**src/rtl/serial_rx_pkg.sv**
```systemverilog
// Package: shared types and constants for the serial receive engine.
// Assumes one sample enable pulse equals one sixteenth of a bit period.
package serial_rx_pkg;

    localparam int OVERSAMPLE = 16;
    localparam int DATA_W     = 8;

    typedef enum logic [2:0] {
        ST_IDLE,
        ST_START,
        ST_DATA,
        ST_PAR,
        ST_STOP
    } rx_state_e;

endpackage

```
**src/rtl/rx_line_sync.sv**
```systemverilog
// Module: rx_line_sync
// Brings the asynchronous line into the clock domain through a flop chain
// and flags a high-to-low change seen between two sample enables.
// Assumes: STAGES >= 2; the line idles high, so every stage resets to 1.
module rx_line_sync #(
    parameter int STAGES = 2
) (
    input  logic clk,
    input  logic rst_n,
    input  logic tick,
    input  logic line_async,
    output logic line_s,
    output logic fall
);

    logic [STAGES-1:0] chain_q;
    logic              prev_q;

    // Metastability chain, shifts on every clock
    always_ff @(posedge clk) begin
        if (!rst_n) chain_q <= '1;
        else        chain_q <= {chain_q[STAGES-2:0], line_async};
    end

    assign line_s = chain_q[STAGES-1];

    // Remembers the line value at the previous sample enable
    always_ff @(posedge clk) begin
        if (!rst_n)    prev_q <= 1'b1;
        else if (tick) prev_q <= line_s;
    end

    assign fall = tick & prev_q & ~line_s;

endmodule

```
**src/rtl/rx_framer.sv**
```systemverilog
// Module: rx_framer
// Frame sequencer. It waits for a start edge, confirms the start bit at
// its centre, then samples data, parity and stop bits at their centres.
// It emits a one-cycle completion pulse carrying the byte and error bits.
// Assumes: configuration is steady during a frame. A frame that ends with
// the line low arms an immediate restart, so a held break keeps framing.
module rx_framer
    import serial_rx_pkg::*;
#(
    parameter int OSR = OVERSAMPLE,
    parameter int DW  = DATA_W
) (
    input  logic          clk,
    input  logic          rst_n,
    input  logic          tick,
    input  logic          line_s,
    input  logic          fall,
    input  logic          cfg_seven,
    input  logic          cfg_par_en,
    input  logic          cfg_par_odd,
    input  logic          cfg_two_stop,
    output logic          done,
    output logic [DW-1:0] frame_data,
    output logic          frame_perr,
    output logic          frame_ferr
);

    localparam int CW = $clog2(OSR);
    localparam int BW = $clog2(DW);
    localparam logic [CW-1:0] HALF = CW'(OSR / 2 - 1);
    localparam logic [CW-1:0] FULL = CW'(OSR - 1);

    rx_state_e     state_q;
    logic [CW-1:0] cnt_q;
    logic [BW-1:0] bit_q;
    logic [DW-1:0] shreg_q;
    logic          par_acc_q;
    logic          ferr_acc_q;
    logic          stop_idx_q;
    logic          arm_q;
    logic [BW-1:0] last_bit;
    logic          centre;

    assign last_bit = cfg_seven ? BW'(DW - 2) : BW'(DW - 1);
    assign centre   = tick && (cnt_q == FULL);

    // Frame state machine with sampling counter and shift register
    always_ff @(posedge clk) begin
        if (!rst_n) begin
            state_q    <= ST_IDLE;
            cnt_q      <= '0;
            bit_q      <= '0;
            shreg_q    <= '0;
            par_acc_q  <= 1'b0;
            ferr_acc_q <= 1'b0;
            stop_idx_q <= 1'b0;
            arm_q      <= 1'b0;
            done       <= 1'b0;
            frame_data <= '0;
            frame_perr <= 1'b0;
            frame_ferr <= 1'b0;
        end else begin
            done <= 1'b0;
            if (line_s) arm_q <= 1'b0;
            if (tick) begin
                case (state_q)
                    ST_IDLE: begin
                        if (!line_s && (fall || arm_q)) begin
                            state_q <= ST_START;
                            cnt_q   <= '0;
                        end
                    end
                    ST_START: begin
                        if (cnt_q == HALF) begin
                            cnt_q <= '0;
                            if (line_s) begin
                                state_q <= ST_IDLE;
                            end else begin
                                state_q    <= ST_DATA;
                                bit_q      <= '0;
                                shreg_q    <= '0;
                                par_acc_q  <= 1'b0;
                                ferr_acc_q <= 1'b0;
                                stop_idx_q <= 1'b0;
                            end
                        end else begin
                            cnt_q <= cnt_q + 1'b1;
                        end
                    end
                    ST_DATA: begin
                        cnt_q <= cnt_q + 1'b1;
                        if (centre) begin
                            shreg_q   <= {line_s, shreg_q[DW-1:1]};
                            par_acc_q <= par_acc_q ^ line_s;
                            if (bit_q == last_bit)
                                state_q <= cfg_par_en ? ST_PAR : ST_STOP;
                            else
                                bit_q <= bit_q + 1'b1;
                        end
                    end
                    ST_PAR: begin
                        cnt_q <= cnt_q + 1'b1;
                        if (centre) begin
                            par_acc_q <= par_acc_q ^ line_s;
                            state_q   <= ST_STOP;
                        end
                    end
                    ST_STOP: begin
                        cnt_q <= cnt_q + 1'b1;
                        if (centre) begin
                            ferr_acc_q <= ferr_acc_q | ~line_s;
                            if (cfg_two_stop && !stop_idx_q) begin
                                stop_idx_q <= 1'b1;
                            end else begin
                                state_q    <= ST_IDLE;
                                done       <= 1'b1;
                                frame_ferr <= ferr_acc_q | ~line_s;
                                frame_perr <= cfg_par_en & (par_acc_q ^ cfg_par_odd);
                                frame_data <= cfg_seven ? (shreg_q >> 1) : shreg_q;
                                if (!line_s) arm_q <= 1'b1;
                            end
                        end
                    end
                    default: state_q <= ST_IDLE;
                endcase
            end
        end
    end

    AST_DONE_PULSE: assert property (@(posedge clk) disable iff (!rst_n)
        done |=> !done);

    AST_GLITCH_IDLE: assert property (@(posedge clk) disable iff (!rst_n)
        (state_q == ST_START && tick && cnt_q == HALF && line_s) |=> (state_q == ST_IDLE));

endmodule

```
**src/rtl/rx_status.sv**
```systemverilog
// Module: rx_status
// Holds the received-data register and the four status flags. It decides
// from the flag state whether a completed frame's byte is copied.
// Assumes: the read strobe never coincides with a completion pulse; a new
// flag setting wins over a clear strobe in the same cycle.
module rx_status #(
    parameter int DW = 8
) (
    input  logic          clk,
    input  logic          rst_n,
    input  logic          done,
    input  logic [DW-1:0] frame_data,
    input  logic          frame_perr,
    input  logic          frame_ferr,
    input  logic          rd_strobe,
    input  logic          clr_ovr,
    input  logic          clr_frm,
    input  logic          clr_par,
    output logic [DW-1:0] data_q,
    output logic          ready_q,
    output logic          ovr_q,
    output logic          frm_q,
    output logic          par_q
);

    // Flag updates and transfer decision for each completed frame
    always_ff @(posedge clk) begin
        if (!rst_n) begin
            data_q  <= '0;
            ready_q <= 1'b0;
            ovr_q   <= 1'b0;
            frm_q   <= 1'b0;
            par_q   <= 1'b0;
        end else begin
            if (rd_strobe) ready_q <= 1'b0;
            if (clr_ovr)   ovr_q   <= 1'b0;
            if (clr_frm)   frm_q   <= 1'b0;
            if (clr_par)   par_q   <= 1'b0;
            if (done) begin
                if (frame_perr) par_q <= 1'b1;
                if (frame_ferr) frm_q <= 1'b1;
                if (ready_q) begin
                    ovr_q <= 1'b1;
                end else begin
                    data_q <= frame_data;
                    if (!frame_perr && !frame_ferr) ready_q <= 1'b1;
                end
            end
        end
    end

    AST_OVR_HOLDS_DATA: assert property (@(posedge clk) disable iff (!rst_n)
        (done && ready_q) |=> ($stable(data_q) && ovr_q));

    AST_ERR_NO_READY: assert property (@(posedge clk) disable iff (!rst_n)
        (done && !ready_q && (frame_perr || frame_ferr)) |=> !ready_q);

    AST_GOOD_SETS_READY: assert property (@(posedge clk) disable iff (!rst_n)
        (done && !ready_q && !frame_perr && !frame_ferr) |=> ready_q);

    AST_OVR_STICKY: assert property (@(posedge clk) disable iff (!rst_n)
        (ovr_q && !clr_ovr) |=> ovr_q);

    AST_FRM_STICKY: assert property (@(posedge clk) disable iff (!rst_n)
        (frm_q && !clr_frm) |=> frm_q);

endmodule

```
**src/rtl/serial_rx_core.sv**
```systemverilog
// Module: serial_rx_core (top)
// Asynchronous serial receiver built from a line synchroniser, a frame
// sequencer and a status/data register stage.
// Assumes: os_tick pulses OVERSAMPLE times per bit; rxd idles high.
module serial_rx_core
    import serial_rx_pkg::*;
#(
    parameter int SYNC_STAGES = 2
) (
    input  logic              clk,
    input  logic              rst_n,
    input  logic              os_tick,
    input  logic              rxd,
    input  logic              cfg_seven,
    input  logic              cfg_par_en,
    input  logic              cfg_par_odd,
    input  logic              cfg_two_stop,
    input  logic              rd_strobe,
    input  logic              clr_ovr,
    input  logic              clr_frm,
    input  logic              clr_par,
    output logic [DATA_W-1:0] rx_data,
    output logic              flag_ready,
    output logic              flag_ovr,
    output logic              flag_frm,
    output logic              flag_par
);

    logic              line_s;
    logic              fall;
    logic              done;
    logic [DATA_W-1:0] frame_data;
    logic              frame_perr;
    logic              frame_ferr;

    rx_line_sync #(.STAGES(SYNC_STAGES)) u_sync (
        .clk        (clk),
        .rst_n      (rst_n),
        .tick       (os_tick),
        .line_async (rxd),
        .line_s     (line_s),
        .fall       (fall)
    );

    rx_framer #(.OSR(OVERSAMPLE), .DW(DATA_W)) u_framer (
        .clk          (clk),
        .rst_n        (rst_n),
        .tick         (os_tick),
        .line_s       (line_s),
        .fall         (fall),
        .cfg_seven    (cfg_seven),
        .cfg_par_en   (cfg_par_en),
        .cfg_par_odd  (cfg_par_odd),
        .cfg_two_stop (cfg_two_stop),
        .done         (done),
        .frame_data   (frame_data),
        .frame_perr   (frame_perr),
        .frame_ferr   (frame_ferr)
    );

    rx_status #(.DW(DATA_W)) u_status (
        .clk        (clk),
        .rst_n      (rst_n),
        .done       (done),
        .frame_data (frame_data),
        .frame_perr (frame_perr),
        .frame_ferr (frame_ferr),
        .rd_strobe  (rd_strobe),
        .clr_ovr    (clr_ovr),
        .clr_frm    (clr_frm),
        .clr_par    (clr_par),
        .data_q     (rx_data),
        .ready_q    (flag_ready),
        .ovr_q      (flag_ovr),
        .frm_q      (flag_frm),
        .par_q      (flag_par)
    );

endmodule

```
**config.mk**
```make
export PLATFORM = sky130hd
export DESIGN_NAME = serial_rx_core
export DESIGN_NICKNAME = d
export VERILOG_FILES = /design/src/rtl/serial_rx_pkg.sv /design/src/rtl/rx_line_sync.sv /design/src/rtl/rx_framer.sv /design/src/rtl/rx_status.sv /design/src/rtl/serial_rx_core.sv
export SDC_FILE = /design/constraint.sdc
export NUM_CORES = 1
export LEC_CHECK = 0
export BUFFER_PORTS_ARGS = -buffer_cell sky130_fd_sc_hd__buf_2
export CORE_MARGIN = 2
export CORE_UTILIZATION = 29
export DETAILED_ROUTE_END_ITERATION = 8
export PLACE_DENSITY = 0.55
export SYNTH_ARGS = -nofsm -noshare
export SYNTH_HDL_FRONTEND = slang
export SYNTH_SLANG_ARGS = --single-unit
```
**constraint.sdc**
```tcl
create_clock -name clk -period 3.65 [get_ports clk]
set_input_delay 0.1825 -clock clk [delete_from_list [all_inputs] [get_ports clk]]
set_output_delay 0.1825 -clock clk [all_outputs]
set_load 0.05 [all_outputs]
```
; Word level (Yosys, flattened, before mapping)
; Cells that the tools add are included.
[totals]
reg_bits = 48
input_bits = 12
elab_cells = 127
[op_classes]
eq_ne = 18
reduce_logical = 26
n_mux = 53
addsub = 2
bitwise = 9
[op_table]
columns = operator, count
row1 = $mux W3, 12
row2 = $mux W8, 4
row3 = $mux W1, 27
row4 = $ne A2 B1 Y1 const B, 8
row5 = $pmux W8 S2, 1
row6 = $pmux W3 S5, 1
row7 = $reduce_and A5 Y1, 3
row8 = $pmux W4 S3, 1
row9 = $reduce_and A6 Y1, 2
row10 = $mux W4, 2
row11 = $reduce_and A4 Y1, 2
row12 = $reduce_and A8 Y1, 1
row13 = $eq A3 B2 Y1 const B, 2
row14 = $ne A2 B2 Y1 const B, 3
row15 = $pmux W1 S2, 3
row16 = $pmux W3 S2, 1
row17 = $reduce_bool A2 Y1, 3
row18 = $add A4 B1 Y4 const B, 1
row19 = $eq A4 B3 Y1 const B, 1
row20 = $eq A4 B4 Y1 const B, 1
row21 = $logic_and A1 B1 Y1, 4
row22 = $logic_not A1 Y1, 4
row23 = $add A3 B1 Y3 const B, 1
row24 = $and A1 B1 Y1, 3
row25 = 14 further kinds, 17

; Logic depth before layout (Yosys ltp)
; Gate-level depths: netlist of the first run.
[logic_depth]
ltp_word = 6
ltp_mapped = 7
ltp_nobuf = 6

; By module
; From an unflattened synthesis of the first run, not the netlist that was laid out.
[unflattened]
cells_unflattened = 232
hier_area_um2 = 2162.1
[modules_own_cells]
columns = mod, instances, area_per_inst_um2, cells_per_inst
row1 = rx_framer, 1, 1589.0, 171
row2 = rx_status, 1, 476.7, 53
row3 = rx_line_sync, 1, 96.3, 8

; Least setup slack after synthesis of the first run
; OpenSTA, ideal clock, no wires.
[synth_path]
path_kind = reg2reg
from = reg u_framer.cnt_q[3]
to = reg u_framer.bit_q[1]
synth_period_minus_slack_ns = 1.649
path_stages_with_launch = 7
setup_ns = 0.115
slack_ns = 2.001
arrival_ns = 1.533
required_ns = 3.535
cell_sequence = dfxtp_1 buf_6 or4b_4 a211o_1 buf_2 a21oi_1 nor2b_1
[synth_via]
elab_chain_cells = 4
word_cells_on_any_way = 6
cone_classes = eq/ne (4) / reduce/logical (2)
[synth_lines]
columns = element, line_no
row1 = "start, declared", rx_framer.sv:34  ; logic [CW-1:0] cnt_q;
row2 = "start signal, assigned", rx_framer.sv:87  ; cnt_q <= cnt_q + 1'b1;
row3 = "start signal, assigned", rx_framer.sv:91  ; cnt_q <= cnt_q + 1'b1;
row4 = "start signal, assigned", rx_framer.sv:102  ; cnt_q <= cnt_q + 1'b1;
row5 = $eq A4 B4 Y1, rx_framer.sv:45  ; assign centre = tick && (cnt_q == FULL);
row6 = $logic_and A1 B1 Y1, rx_framer.sv:45
row7 = $ne A2 B1 Y1 (no source line), -
row8 = $reduce_and A6 Y1 (no source line) (*), -
row9 = "end signal, assigned", rx_framer.sv:98  ; bit_q <= bit_q + 1'b1;
row10 = "end, declared", rx_framer.sv:35  ; logic [BW-1:0] bit_q;
; Every way passes the cells marked *; elsewhere a longest branch is shown, timed or not.
; A chain may end at the register's enable or synchronous reset.

; Worst setup path in the final report of the first run
[layout_path]
from = reg u_framer.state_q[1]
to = reg u_framer.frame_ferr
[layout_via]
elab_chain_cells = 2
[layout_lines]
columns = element, line_no
row1 = "start, declared", rx_framer.sv:33  ; rx_state_e state_q;
row2 = "start signal, assigned", rx_framer.sv:96  ; state_q <= cfg_par_en ? ST_PAR : ST_STOP;
row3 = $eq A3 B3 Y1, rx_framer.sv:66  ; case (state_q)
row4 = $reduce_and A4 Y1 (no source line), -
row5 = "end signal, assigned", rx_framer.sv:117  ; frame_ferr <= ferr_acc_q | ~line_s;
row6 = "end, declared", rx_framer.sv:25  ; output logic frame_ferr
; No other way between the ends.

==> impl_metrics.tcl, run 1 <==
set metrics [dict create \
    cp.required_ns 3.85 \
    final_antenna_net_count 0 \
    totalWireLength_um 4200 \
    drv_cap 0 \
    min_path_type "primary input to flop" \
    antenna_cells 0 \
    synth_edf_count 0 \
    synth_ff_type "dfxtp_1" \
    place.port_buffers 23 \
    use_met2_pct 17.0 \
    finalNetCount 279 \
    p_per_area_mw_per_mm2 386 \
    setup_viol 0 \
    hold_viol 0 \
    drive_above_1_share_pct 17.3 \
    end_kind "flop" \
    cts.htree.levels 2 \
    use_met3_pct 3.04 \
    use_met1_pct 13.9 \
    dp_hpwl_um 2890 \
    fp.coreArea_mm2 0.00765 \
    min_period_over_period_pct 62.1 \
    slew_violations 0 \
    grt-ovfl-total 0 \
    power_mw 0.976 \
    grt_max_degree 52 \
    vias 1727 \
    fin_tns_setup_ns 0 \
    crit_type "flop to flop" \
    ys_types 46 \
    arrival_ns 2.46 \
    post-route-drc-count 0 \
    routedWlPerCell_um 11.4 \
    status "finished clean" \
    initial_core_util_pct 29.5 \
    ys_async_sr_fraction_pct 0 \
    antenna_found_initial 0 \
    ys_seq_area_share_pct 42.6 \
    dr.pass1.iters 4 \
    io_pins 24 \
    clock-sinks 48 \
    die_h_um 92.2 \
    syn_nets 266 \
    die-area_mm2 0.00851 \
    cts_resized 0 \
    cts_root_buf "clkbuf_8" \
    critPathCapture "u_framer.frame_ferr" \
    peakVddDrop_mv 0.152 \
    fmax_ghz 0.441 \
    cts.path.max_buffers 2 \
    reg2reg_to "u_framer.frame_ferr" \
    synth.avg_cell_area_um2 8.96 \
    final_cell_mix "dfxtp_1 (48), nand2_1 (45), buf_2 (23)" \
    area_delta_synth_final_pct 12.0 \
    worst_slew_pin_slew_ns 1.11 \
    max-slew-margin-rel_pct 25.4 \
    crit_path_max_fanout 22 \
    start_kind "flop" \
    num_rows 32 \
    grt_usage_pct 10.8 \
    timing.rr.start "u_framer.state_q[1]" \
    cts_hold_buf 0 \
    top_usage_layer "met2" \
    clk-insertion-delay-late_ns 0.30 \
    rsz0062_at_grt "false" \
    syn_inst 252 \
    path_clk_slew_ns 0.09 \
    gp_congestion 0.716 \
    finClkSkew_ns 0.00302 \
    first_iter_violations 59 \
    cts_tree "done" \
    r2r_slack_ns 1.38 \
    cp-startpoint "u_framer.state_q[1]" \
    synth_area_mm2 0.00226 \
    synth_warnings 0 \
    synth_seq_cells 48 \
    fp.dieW_um 92.2 \
    period_minus_slack_ns 2.27 \
    pre_cts_ws_ns 1.37 \
    layout_commonest_cell "dfxtp_1" \
    grt_first_pass_wirelength_um 7390 \
    cts-buffers-inserted 5 \
    r2r_cells 4 \
    p_leak_nw 0.989 \
    routed_via_density 4.69 \
    cts_setup_buffers 0 \
    grt_pass1_vias 1643 \
    setup_ws_ns 1.38 \
]
==> layer usage <==
| metal | share of wire, % | wire length (µm) |
|---|---|---|
| met5 | 0 | 0 |
| met2 | 43 | 1800 |
| met1 | 52 | 2200 |
| met3 | 3.0 | 127 |
| met4 | 1.8 | 77 |
==> worst min-delay path by stage <==
stage	start	endpoint	cells after the start	slack, ns
2_1_floorplan	rst_n	u_sync.chain_q[0]	1	0.26
3_5_place_dp	rxd	u_sync.chain_q[0]	2	0.37
5_1_grt	rxd	u_sync.chain_q[0]	2	0.08
6_report	rxd	u_sync.chain_q[0]	2	0.06
3_3_place_gp	rxd	u_sync.chain_q[0]	2	0.36
4_1_cts	rxd	u_sync.chain_q[0]	2	0.05
==> worst max-delay path: stages (launching register included) <==
cell	delay, ns
dfxtp_1	0.47
or3b_4	0.47
nor3_2	0.89
nand3b_1	0.16
o211a_1	0.18
==> synthesized netlist by cell type (all sizes together) (2+ instances only) <==
master | number | share of area (%)
nand2b | 10 | 2.8
nor2b | 9 | 2.5
a22oi | 3 | 1.0
nand3 | 15 | 3.3
a21oi | 4 | 0.89
nand2 | 45 | 7.5
nand4 | 4 | 1.1
dfxtp | 48 | 43
nand3b | 3 | 1.0
ha | 2 | 1.1
mux2i | 12 | 5.3
a21boi | 21 | 8.1
o211ai | 2 | 0.89
and2 | 4 | 1.1
xor2 | 2 | 0.78
inv | 4 | 0.66
o32ai | 2 | 0.78
nor2 | 11 | 1.8
nor3 | 3 | 0.89
clkbuf | 7 | 1.2
o21ai | 6 | 1.3
o211a | 8 | 3.5
buf | 10 | 3.0
==> power breakdown <==
| part | total, mW | internal [mW] | switching (mW) |
|---|---|---|---|
| logic | 0.0436 | 0.0204 | 0.0232 |
| registers | 0.530 | 0.526 | 0.00401 |
| clock network | 0.403 | 0.224 | 0.179 |
| total | 0.976 | 0.770 | 0.206 |
==> logic make-up (layout without fill, tap and decap cells) <==
kind of cell | after synthesis | in the layout | share of synthesized area [%]
and+or+nand+nor | 111 | 111 | 24.9
AOI/OAI and AO/OA | 55 | 55 | 20.1
DFF | 48 | 48 | 42.6
buffers and inverters | 21 | 35 | 4.82
muxes | 12 | 12 | 5.32
xor gates and xnor gates | 3 | 3 | 1.16
adders and majority gates | 2 | 2 | 1.11
==> area by class of cell <==
| cell class | count | area (µm²) |
|---|---|---|
| well taps | 102 | 128 |
| inverters | 4 | 15.0 |
| clock buffers | 6 | 82.6 |
| multi-input cells | 183 | 1190 |
| repair buffers | 23 | 115 |
| clock inverters | 2 | 38.8 |
| flip-flops and latches | 48 | 961 |
| fillers | 806 | 5120 |
==> registers in the layout, summed over array words and instances (netlist names), 2 cells and up <==
signal	count
u_status.data_q	8
u_framer.state_q	3
u_framer.bit_q	3
u_sync.chain_q	2
u_framer.cnt_q	4
u_framer.frame_data	8
u_framer.shreg_q	8
==> through the flow <==
stage / std cells / instance area [µm²] / hold slack (ns) / util [%]
finish: 368 / 2530 / 0.0591 / 33.0
global route: 368 / 2530 / 0.0752 / 33.0
CTS: 368 / 2530 / 0.0503 / 33.0
detailed placement: 360 / 2410 / 0.371 / 31.5
global placement: 360 / 2410 / 0.364 / 31.5
floorplan: 252 / 2260 / 0.256 / -
Note: power is estimated with default switching activity, not from simulation.
==> inputs of run 2 (changes only) <==
--- a/config.mk
+++ b/config.mk
@@ -5,11 +5,12 @@
 export SDC_FILE = /design/constraint.sdc
 export NUM_CORES = 1
 export LEC_CHECK = 0
+export ABC_AREA = 1
 export BUFFER_PORTS_ARGS = -buffer_cell sky130_fd_sc_hd__buf_2
 export CORE_MARGIN = 2
 export CORE_UTILIZATION = 29
 export DETAILED_ROUTE_END_ITERATION = 8
-export PLACE_DENSITY = 0.55
+export PLACE_DENSITY = 0.57
 export SYNTH_ARGS = -nofsm -noshare
 export SYNTH_HDL_FRONTEND = slang
 export SYNTH_SLANG_ARGS = --single-unit
==> constraint.sdc (replaced) <==
create_clock -name clk -period 2 [get_ports clk]
set_input_delay 0.1 -clock clk [delete_from_list [all_inputs] [get_ports clk]]
set_output_delay 0.1 -clock clk [all_outputs]
set_load 0.05 [all_outputs]
==> run 2 against run 1 <==
Compared with the run above:
- non-clock buffer count rose by 2
- area after synthesis rose by 3.7%
- die area rose by 3.5%
- global-route usage rose by 0.78 points
- largest cell class unchanged
- synthesized cell count rose by 35%
==> impl_metrics.tcl, run 2 <==
set metrics [dict create \
    gp_congestion 0.800 \
    die_h_um 93.8 \
    whs_ns 0.0382 \
    ys_types 29 \
    die-area_mm2 0.00880 \
    routed_via_density 4.40 \
    finClkSkew_ns 0.00779 \
    finalNetCount 376 \
    p_leak_nw 1.15 \
    path_clk_slew_ns 0.09 \
    clk-insertion-delay-late_ns 0.30 \
    io_pins 24 \
    yosys-top-cells-count "nand2_1 (96), nor2_1 (53), dfxtp_1 (48), nand3_1 (26), inv_1 (25)" \
    syn_inst 339 \
    final_area_mm2 0.00264 \
    grt-ovfl-total 0 \
    synth_warnings 0 \
    top_regs "u_framer.frame_data: 8 flops, u_framer.shreg_q: 8 flops, u_status.data_q: 8 flops" \
    clock-sinks 48 \
    end_kind "flop" \
    dr.pass1.iters 4 \
    layout_commonest_cell "nand2_1" \
    synth_area_mm2 0.00234 \
    period_minus_slack_ns 1.74 \
    cts.path.max_buffers 2 \
    synth_ff_type "dfxtp_1" \
    antenna_found_initial 0 \
    post-route-drc-count 0 \
    cp.required_ns 2.20 \
    min_period_over_period_pct 87.1 \
    internal-power_mw 1.77 \
    p_per_area_mw_per_mm2 1140 \
    grt_usage_pct 11.6 \
    initial_core_util_pct 30.1 \
    worst_slew_pin_slew_ns 0.466 \
    place.port_buffers 23 \
    cts_setup_buffers 0 \
    fillers 869 \
    start_kind "flop" \
    slew_violations 0 \
    crit_type "flop to flop" \
    arrival_ns 1.94 \
    cts_root_buf "clkbuf_8" \
    synth_top_cell_area_share_pct 41.1 \
    crit_path_max_fanout 16 \
    dp_hpwl_um 3410 \
    worstHoldStart "clr_ovr" \
    clock_power_share_pct 20.6 \
    setup_viol 0 \
    yosysMostFrequentCell "nand2_1" \
    rsz0062_at_grt "false" \
    seq_area_um2 961 \
    synth_seq_cells 48 \
    dp.cells 456 \
    p_sw_mw 1.24 \
    max-slew-margin-rel_pct 68.9 \
    num_rows 32 \
    ys_seq_area_share_pct 41.1 \
    power_frac_comb_pct 38.7 \
    cts_tree "done" \
    drive_above_1_share_pct 18.7 \
    final_antenna_net_count 0 \
    cts_resized 0 \
    vias 2045 \
    routedWlPerCell_um 10.2 \
    grt_pass1_vias 1874 \
    ys_top_cells_by_area "dfxtp_1 (41%), nand2_1 (15%), nor2_1 (8.5%)" \
    fmax_ghz 0.574 \
    power_mw 3.01 \
    ys_async_sr_fraction_pct 0 \
    antenna_cells 0 \
    grt_first_pass_wirelength_um 8260 \
    fp.coreArea_mm2 0.00777 \
    sequentialPowerShare_pct 40.7 \
    final_cell_mix "nand2_1 (96), nor2_1 (53), dfxtp_1 (48)" \
    p_sw_share_pct 41.1 \
    totalWireLength_um 4730 \
    cts_hold_buf 1 \
    fin_tns_setup_ns 0 \
    syn_nets 353 \
    synth_largest_area_cell "dfxtp_1" \
    drv_cap 0 \
    hold_viol 0 \
    cp-startpoint "u_framer.cnt_q[0]" \
    grt_max_degree 36 \
    final-instance-count-excl-fill 465 \
    peakVddDrop_mv 0.329 \
    multi_input_area_mm2 0.00120 \
    cts-buffers-inserted 5 \
    first_iter_violations 80 \
    min_path_type "primary input to flop" \
    placement.cell_area_mm2 0.00253 \
    synth.avg_cell_area_um2 6.90 \
    synth_edf_count 0 \
    area_delta_synth_final_pct 12.8 \
    status "finished clean" \
    fp.dieW_um 93.8 \
    timing.rr.start "u_framer.cnt_q[0]" \
    cts.htree.levels 2 \
]
## run 2: changes by cell type after synthesis, sizes merged, moves of 6 or more
| cell | delta |
|---|---|
| nor2b | -9 |
| buf | -6 |
| mux2i | -12 |
| nor2 | +59 |
| a21boi | -21 |
| nand2b | -10 |
| nand3 | +14 |
| inv | +27 |
| o21ai | +11 |
| a21oi | +9 |
| nand2 | +57 |
## run 2: area by class of cell
cell class / instances / area share, %
Timing Repair Buffer: 25 / 5.02
Clock inverter: 2 / 0.569
Inverter: 32 / 4.55
Sequential cell: 48 / 36.4
Multi-Input combinational cell: 250 / 45.5
Tap cell: 102 / 4.83
Clock buffer: 6 / 3.13
## run 2: stage by stage
step	utilization, %	worst slack (ns)
6_report	34.0	0.258
4_1_cts	34.0	0.229
3_5_place_dp	32.6	0.244
3_3_place_gp	32.6	0.285
2_1_floorplan	-	0.486
5_1_grt	34.0	0.0831
## run 2: path summary, 6_finish.rpt
path | end | slack (ns) | cells past startpoint
hold / removal | u_status.ovr_q | 0.04 | 4
hold reg to reg | u_sync.chain_q[1] | 0.43 | 1
setup reg to reg | u_framer.shreg_q[3] | 0.26 | 10
setup / recovery | u_framer.shreg_q[3] | 0.26 | 10
## run 2: kinds of logic after synthesis
family,synth area share (%)
AO/OA/AOI/OAI,10.1
XOR/XNOR,0.374
buffers and inverters,7.59
AND/OR/NAND/NOR,39.8
flip-flops,41.1
adder cells (fa/ha/maj),1.07
## run 2: routing by layer
layer | share of wire (%) | up-vias | wire, µm | track usage (%)
met1 | 52 | 905 | 2470 | 15.1
met3 | 4.1 | 4 | 192 | 2.73
met2 | 42 | 28 | 2010 | 19.0
met5 | 0 | - | 0 | 0
met4 | 1.2 | 0 | 56 | 3.26
li1 | - | 1108 | - | -
## run 2: critical path, cell delays in order, from the launching register on
cell	delay [ns]
dfxtp_1	0.36
ha_1	0.19
nand2_1	0.11
nor2_1	0.13
inv_1	0.09
nand2_4	0.09
nand3_4	0.08
nor2_4	0.37
nand2_1	0.11
nand2_1	0.08
nor2_1	0.04
## run 2: power by group through the flow
stage / sequential (mW) / combinational [mW] / clock [mW]
after floorplan: 1.21 / 1.01 / 0
after detailed placement: 1.24 / 1.16 / 0
after global routing: 1.25 / 1.36 / 0.672
after CTS: 1.22 / 1.17 / 0.638
final: 1.22 / 1.17 / 0.620
after global placement: 1.24 / 1.15 / 0
==> inputs of run 3 (changes only) <==
--- a/config.mk
+++ b/config.mk
@@ -6,7 +6,7 @@
 export NUM_CORES = 1
 export LEC_CHECK = 0
 export ABC_AREA = 1
-export BUFFER_PORTS_ARGS = -buffer_cell sky130_fd_sc_hd__buf_2
+export BUFFER_PORTS_ARGS = -buffer_cell sky130_fd_sc_hd__buf_4
 export CORE_MARGIN = 2
 export CORE_UTILIZATION = 29
 export DETAILED_ROUTE_END_ITERATION = 8
==> run 3 against run 2 <==
Compared with the run above:
- combinational power about the same
- hold slack better by 0.0012 ns
- first-iteration DRC count is 20% lower
- clock-buffer cell count shrank 1
- critical path type unchanged
- total power is 3.6% higher
- routed wire length grew 1.3%
- cell area rose by 2.6%
- setup slack lost 0.018 ns
- critical endpoint is now u_framer.shreg_q[6]
==> impl_metrics.tcl, run 3 (synthesized netlist as in run 2, its figures left out) <==
set metrics [dict create \
    clock-sinks 48 \
    end_kind "flop" \
    finClkSkew_ns 0.00724 \
    start_kind "flop" \
    num_rows 32 \
    setup_viol 0 \
    grt_max_degree 37 \
    cts_tree "done" \
    totalWireLength_um 4790 \
    period_minus_slack_ns 1.76 \
    post-route-util_pct 34.9 \
    routedWlPerCell_um 10.3 \
    reg2reg_to "u_framer.shreg_q[6]" \
    grt_first_pass_wirelength_um 8520 \
    antenna_found_initial 0 \
    fin_tns_setup_ns 0 \
    worstHoldStart "clr_ovr" \
    fp.coreArea_mm2 0.00777 \
    fp.dieW_um 93.8 \
    vias 2054 \
    p_leak_nw 1.17 \
    min_period_over_period_pct 88.0 \
    use_met1_pct 15.7 \
    post-route-drc-count 0 \
    crit_path_top_delay_cell "nor2_4" \
    timing.rr.start "u_framer.cnt_q[0]" \
    final_antenna_net_count 0 \
    fmax_ghz 0.568 \
    status "finished clean" \
    area_delta_synth_final_pct 15.7 \
    min_path_cells 4 \
    use_met3_pct 2.65 \
    cp-startpoint "u_framer.cnt_q[0]" \
    top_regs "u_framer.frame_data: 8 flops, u_framer.shreg_q: 8 flops, u_status.data_q: 8 flops" \
    path_delay_family "simple AND/OR/NAND/NOR gates" \
    critPathCapture "u_framer.shreg_q[6]" \
    worst_slew_pin_slew_ns 0.462 \
    min_path_type "primary input to flop" \
    cts.path.max_buffers 2 \
    drv_cap 0 \
    routed_via_density 4.43 \
    arrival_ns 1.97 \
    gp_congestion 0.831 \
    p_per_area_mw_per_mm2 1150 \
    crit_type "flop to flop" \
    path_cells "ha_1, nand2_1, nor2_1, inv_1, nand2_4, nand3_4, nor2_4, nand2_1, nand2_1, nor2_2" \
    clk-insertion-delay-late_ns 0.30 \
    crit_path_max_fanout 16 \
    cts_root_buf "clkbuf_8" \
    hold_viol 0 \
    initial_core_util_pct 30.1 \
    grt_usage_pct 11.8 \
    grt_pass1_vias 1948 \
    cts.htree.levels 2 \
    rsz0062_at_grt "false" \
    die_h_um 93.8 \
    io_pins 24 \
    cts-buffers-inserted 5 \
    cp_num_cells 10 \
    path_clk_slew_ns 0.09 \
    top_usage_layer "met2" \
    dp_hpwl_um 3430 \
    peakVddDrop_mv 0.325 \
    cp.buffers_inverters 1 \
    cts_resized 0 \
    finalNetCount 375 \
    antenna_cells 0 \
    dr.pass1.iters 4 \
    grt-ovfl-total 0 \
    cp.required_ns 2.21 \
    max-slew-margin-rel_pct 69.1 \
    cpMostUsedCell "nand2_1" \
    first_iter_violations 64 \
    r2r_cells 10 \
    layout_commonest_cell "nand2_1" \
    slowest_delay_ns 0.37 \
    slew_violations 0 \
    use_met2_pct 19.1 \
    drive_above_1_share_pct 18.5 \
    place.port_buffers 23 \
    r2r_slack_ns 0.24 \
    die-area_mm2 0.00880 \
    final_cell_mix "nand2_1 (96), nor2_1 (53), dfxtp_1 (48)" \
]
==> run 3: changes by cell type in the layout (fill, tap and decap cells not counted), sizes merged <==
cell / before / now
buf: 24 / 23
bufinv: 0 / 1
clkbuf: 6 / 5
clkinvlp: 2 / 1
inv: 31 / 32
==> run 3: layout make-up <==
class | instances | area [µm²]
clock inverter | 3 | 46.3
timing repair buffer | 24 | 183
tap | 102 | 128
fill | 852 | 5060
clock buffer | 5 | 68.8
multi-input combinational | 250 | 1200
inverter | 32 | 120
sequential | 48 | 961
==> run 3: per-layer routing <==
layer | part of all wire, % | routed length [µm]
met1 | 51 | 2440
met2 | 44 | 2100
met3 | 3.8 | 181
met4 | 1.4 | 66
met5 | 0 | 0
==> run 3: how the worst min path moves through the flow <==
stage	to	slack [ns]
2_1_floorplan	u_sync.chain_q[0]	0.21
3_3_place_gp	u_sync.chain_q[0]	0.29
3_5_place_dp	u_sync.chain_q[0]	0.29
4_1_cts	u_status.ovr_q	0.03
5_1_grt	u_status.ovr_q	0.04
6_report	u_status.ovr_q	0.04
==> run 3: worst min-delay path, delay by kind of cell <==
kind                   cells  cell delay, ns
AO/OA/AOI/OAI              1            0.05
buffers and inverters      2            0.11
AND/OR/NAND/NOR            1            0.04
==> run 3: through the flow <==
stage	hold WS [ns]	power (mW)	setup WS [ns]	cells	cell area (µm²)
after floorplan	0.207	2.22	0.486	339	2340
after global placement	0.295	2.41	0.305	455	2580
final	0.0394	3.12	0.240	464	2710
after CTS	0.0332	3.16	0.230	464	2710
after detailed placement	0.293	2.42	0.240	455	2580
after global routing	0.0377	3.41	0.0551	464	2710
==> run 3: report_power, final <==
part / leakage (nW) / switching, mW / internal, mW / total, mW
combinational: 0.726 / 0.762 / 0.413 / 1.18
sequential: 0.388 / 0.140 / 1.08 / 1.22
clock: 0.0548 / 0.343 / 0.377 / 0.720
==> run 3: what timing repair did <==
action	in CTS	in global routing
hold endpoints to repair	1	0
hold buffers	1	0
setup buffers	0	0
